**src/rtl/rotmask_pkg.sv**
```systemverilog
package rotmask_pkg;
  typedef enum logic [1:0] {
    RM_ROT_MASK = 2'd0,
    RM_SHL      = 2'd1,
    RM_SHR      = 2'd2,
    RM_SHRA     = 2'd3
  } rm_op_e;
endpackage

```
**src/rtl/rm_mask_gen.sv**
```systemverilog
module rm_mask_gen #(
  parameter int WIDTH = 32,
  localparam int IW   = $clog2(WIDTH)
) (
  input  logic [IW-1:0]    first_idx,
  input  logic [IW-1:0]    last_idx,
  output logic [WIDTH-1:0] mask
);
  logic wrap;
  assign wrap = first_idx > last_idx;

  // Index k counts from the most significant end of the word.
  for (genvar k = 0; k < WIDTH; k++) begin : g_bit
    localparam logic [IW-1:0] KI = IW'(k);
    logic ge_first, le_last;
    assign ge_first = KI >= first_idx;
    assign le_last  = KI <= last_idx;
    assign mask[WIDTH-1-k] = wrap ? (ge_first | le_last) : (ge_first & le_last);
  end

  always_comb begin
    if (!wrap) begin
      p_span_count_r2: assert ($countones(mask) == int'(last_idx) - int'(first_idx) + 1)
        else $error("mask span population wrong");
    end else begin
      p_wrap_count_r4: assert ($countones(mask) == WIDTH - (int'(first_idx) - int'(last_idx) - 1))
        else $error("wrapped mask population wrong");
    end
  end
endmodule

```
**src/rtl/rm_rotator.sv**
```systemverilog
module rm_rotator #(
  parameter int WIDTH = 32,
  localparam int IW   = $clog2(WIDTH)
) (
  input  logic [WIDTH-1:0] src,
  input  logic [IW-1:0]    amt,
  output logic [WIDTH-1:0] rot
);
  logic [2*WIDTH-1:0] doubled;
  assign doubled = {src, src} << amt;
  assign rot     = doubled[2*WIDTH-1:WIDTH];

  always_comb begin
    p_rot_keeps_ones_r1: assert ($countones(rot) == $countones(src))
      else $error("rotation changed bit population");
  end
endmodule

```
**src/rtl/rm_shifter.sv**
```systemverilog
module rm_shifter #(
  parameter int WIDTH = 32,
  localparam int IW   = $clog2(WIDTH)
) (
  input  logic [WIDTH-1:0] src,
  input  logic [IW:0]      cnt,
  output logic [WIDTH-1:0] shl,
  output logic [WIDTH-1:0] shr,
  output logic [WIDTH-1:0] sra,
  output logic             sra_ca
);
  logic          over;
  logic [IW-1:0] amt;
  logic          sign;
  logic [WIDTH-1:0] lost_mask;

  assign over = cnt[IW];
  assign amt  = cnt[IW-1:0];
  assign sign = src[WIDTH-1];

  assign shl = over ? '0 : (src << amt);
  assign shr = over ? '0 : (src >> amt);
  assign sra = over ? {WIDTH{sign}} : WIDTH'($signed(src) >>> amt);

  // Bits that leave the low end of a right shift.
  assign lost_mask = over ? {WIDTH{1'b1}} : ~({WIDTH{1'b1}} << amt);
  assign sra_ca    = sign & (|(src & lost_mask));

  always_comb begin
    p_ca_needs_sign_r8: assert (!sra_ca || src[WIDTH-1])
      else $error("carry raised for non-negative operand");
    p_flush_logical_r5: assert (!over || (shl == '0 && shr == '0))
      else $error("logical shift by large count not flushed");
  end
endmodule

```
**src/rtl/rotmask_unit.sv**
```systemverilog
module rotmask_unit #(
  parameter int WIDTH = 32,
  localparam int IW   = $clog2(WIDTH)
) (
  input  logic [WIDTH-1:0] src_a,
  input  logic [IW:0]      shift_amt,
  input  logic [IW-1:0]    mask_first,
  input  logic [IW-1:0]    mask_last,
  input  logic [1:0]       op_sel,
  output logic [WIDTH-1:0] result,
  output logic             ca_out
);
  import rotmask_pkg::*;

  rm_op_e           op;
  logic [WIDTH-1:0] mask;
  logic [WIDTH-1:0] rot;
  logic [WIDTH-1:0] shl, shr, sra;
  logic             sra_ca;

  assign op = rm_op_e'(op_sel);

  rm_mask_gen #(.WIDTH(WIDTH)) u_mask (
    .first_idx (mask_first),
    .last_idx  (mask_last),
    .mask      (mask)
  );

  rm_rotator #(.WIDTH(WIDTH)) u_rot (
    .src (src_a),
    .amt (shift_amt[IW-1:0]),
    .rot (rot)
  );

  rm_shifter #(.WIDTH(WIDTH)) u_shift (
    .src    (src_a),
    .cnt    (shift_amt),
    .shl    (shl),
    .shr    (shr),
    .sra    (sra),
    .sra_ca (sra_ca)
  );

  always_comb begin
    result = '0;
    ca_out = 1'b0;
    unique case (op)
      RM_ROT_MASK: result = rot & mask;
      RM_SHL:      result = shl;
      RM_SHR:      result = shr;
      RM_SHRA: begin
        result = sra;
        ca_out = sra_ca;
      end
      default: result = '0;
    endcase
  end

  always_comb begin
    p_inside_mask_r2: assert (op != RM_ROT_MASK || (result & ~mask) == '0)
      else $error("rotate result outside mask");
    p_sign_fill_r7: assert (!(op == RM_SHRA && shift_amt[IW]) || result == {WIDTH{src_a[WIDTH-1]}})
      else $error("arithmetic shift by large count not sign-filled");
    p_ca_only_sra_r8: assert (op == RM_SHRA || !ca_out)
      else $error("carry raised outside arithmetic shift");
  end
endmodule

```
**config.mk**
```make
export PLATFORM = sky130hd
export DESIGN_NAME = rotmask_unit
export DESIGN_NICKNAME = d
export VERILOG_FILES = /design/src/rtl/rotmask_pkg.sv /design/src/rtl/rm_mask_gen.sv /design/src/rtl/rm_rotator.sv /design/src/rtl/rm_shifter.sv /design/src/rtl/rotmask_unit.sv
export SDC_FILE = /design/constraint.sdc
export NUM_CORES = 1
export LEC_CHECK = 0
export BUFFER_PORTS_ARGS = -buffer_cell sky130_fd_sc_hd__buf_2
export CAP_MARGIN = 0
export CORE_MARGIN = 10
export CORE_UTILIZATION = 45
export DETAILED_ROUTE_END_ITERATION = 10
export MAX_ROUTING_LAYER = met4
export PLACE_DENSITY = 0.66
export SLEW_MARGIN = 40
export SYNTH_ARGS = -nofsm -noshare
export SYNTH_HDL_FRONTEND = slang
export SYNTH_SLANG_ARGS = --single-unit
```
**constraint.sdc**
```tcl
create_clock -name vclk -period 3.05
set_clock_uncertainty 0.15 [all_clocks]
set_input_delay 0.305 -clock vclk [all_inputs]
set_output_delay 0.305 -clock vclk [all_outputs]
set_load 0.01 [all_outputs]
```
==> results.yml <==
outcome:
  status: "finished, final reports clean"
place:
  dp_slack_ns: -0.400
  placement.cell_area_mm2: 0.00932
  routabilityCongestion: 1.10
  port_buffers: 83
  dp_hpwl_um: 33900
logic_synthesis:
  yosys_warnings: 0
  synth.top_cell.area_share_pct: 14.3
  syn_area_mm2: 0.00763
  synth_cell_type_count: 72
  synth.avg_cell_area_um2: 7.29
  ys_top_cells_by_area: "mux2i_1 (14%), mux4_2 (11%), mux2_2 (7.4%), mux4_1 (6.2%), nand2_1 (5.5%)"
  synthCells: 1046
  synth_commonest_cells: "nand2_1 (111), mux2i_1 (109), nor2_1 (95)"
  synth_seq_area_share_pct: 0
  yosysTopAreaCell: "mux2i_1"
  yosysMostFrequentCell: "nand2_1"
  syn-num-nets: 1101
finish:
  regArea_um2: 0
  antenna_cells: 0
  syn_to_final_growth_pct: 23.2
  final_area_mm2: 0.00940
  clockBufferCount: 0
  multiInputGateArea_mm2: 0.00699
  seq_cell_count: 0
  nets: 1249
  fillCellCount: 1692
  final_layout_size_suffix_gt1_share_pct: 33.1
die:
  die_w_um: 150
  die_h_um: 150
  core_mm2: 0.0166
  ios: 83
  rows: 47
  die_area_mm2: 0.0226
  initial_core_util_pct: 46.0
worst_setup_path:
  crit_cells: 8
  startpoint_type: "input port"
  critPathTopFamily: "buffers and inverters"
  end_kind: "output port"
  slowest_stage: "or3_1"
  cp_num_buf_inv: 4
  cp_data_required_time_ns: 2.59
  cp_max_fo: 29
  path_cells: "buf_4 -> inv_2 -> buf_12 -> mux2i_1 -> nor3_1 -> or3_1 -> o311ai_0 -> buf_2"
  setup.worst_path.class: "input port to output port"
  cp_slowest_stage_delay_ns: 0.44
  arrival_ns: 2.59
route:
  antenna_left: 0
  remaining_drc_errors: 0
  drtIter0Drc: 1551
  vias_per_cell: 7.28
  vias: 10300
  wl_per_cell_um: 30.7
  dr.pass1.iters: 6
  routed_wl_um: 43300
grt:
  gr-max-usage-layer: "met2"
  use_met2_pct: 57.0
  grt_pass1_wl_um: 63700
  use_met1_pct: 49.3
  grt_overflow: 0
  antenna_found_initial: 0
  use_met3_pct: 7.02
  grt.total_usage_pct: 37.8
  grt_max_degree: 47
  grt_pass1_vias: 9680
timing:
  period_needed_ns: 3.04
  setup_viol: 0
  finalCritPeriodShare_pct: 99.7
  tightest_slew_ns: 0.589
  layout_setup_ws_ns: 0.00799
  hold_viol: 0
  fin_setup_tns_ns: 0
  fmax_mhz: 329
  max_slew_margin_pct: 59.6
  rsz0062_at_grt: "true"
  slew_violations: 0
  worst_hold_slack_ns: 1.05
worst_hold_path:
  hold-path-cell-count: 4
  hold_path_class: "input port to output port"
clocking:
  hold_buffers: 0
pwr:
  ir_worst_vdd_v: 0.000160
  leakage_nw: 3.94
  power_density_mw_per_mm2: 211
run:
  maxCapViolations: 0
-- tightest hold or removal path, stage by stage --
cell and delay [ns]:
buf_2 0.18, nand2_1 0.08, o2111ai_1 0.15, buf_2 0.17
-- kinds of logic after synthesis --
logic type	count (synthesis)	synth area share, %
AND/OR/NAND/NOR	336	20.0
AO/OA/AOI/OAI	322	28.3
multiplexers	214	38.8
buffers and inverters	146	9.08
adder cells (fa/ha/maj)	28	3.84
-- final timing paths --
check                   startpoint   endpoint  slack (ns)
worst max-delay path  shift_amt[2]  result[1]       0.008
worst min-delay path     op_sel[1]  result[6]        1.05
-- timing repair --
item | CTS | global route
setup buffers | 0 | 1
gates resized for setup | 8 | 16
pin swaps | 0 | 1
setup endpoints to repair | 16 | 20
-- power by group --
group / switching (W) / internal [W] / total, W
Clock: 0 / 0 / 0
Combinational: 0.00116 / 0.000819 / 0.00198
Sequential: 0 / 0 / 0
Total: 0.00116 / 0.000819 / 0.00198
-- layout by cell type, fill, tap and decap left out, drive strengths merged, types with 4 or more instances in the layout --
cell type,count
a21oi,83
a221oi,10
o221ai,9
nor3,19
and3,6
a22oi,20
ha,5
nand2b,9
a2bb2oi,6
o211ai,26
a31oi,18
maj3,23
o32ai,5
o22ai,17
nand3,42
nand4,4
or3,6
a2111oi,4
nor2,95
mux2i,110
nor2b,9
a211oi,14
mux4,54
buf,276
o21bai,4
or2,10
mux2,50
nor4,6
o2111ai,9
and2,9
inv,12
a21o,8
o21ai,54
nand2,111
-- per-stage QoR --
step           util (%)  std cells  total power (W)
6_report           56.7       1412          0.00198
5_1_grt            56.7       1412          0.00206
4_1_cts            56.3       1411          0.00189
3_5_place_dp       56.2       1411          0.00187
3_3_place_gp       56.2       1411          0.00187
2_1_floorplan         -       1046          0.00107
-- layout make-up --
class | count | share of cell area [%]
multi-input combinational | 900 | 74.4
inverter | 15 | 0.639
timing repair buffer | 277 | 22.1
tap | 220 | 2.93
-- routing by layer --
metal  vias up  wire, µm
met5         -         0
met4         0      2580
met3       168      5400
met2       933     18300
met1      4821     17000
li1       4356         -
No activity file was read; power rests on OpenSTA's default activity.
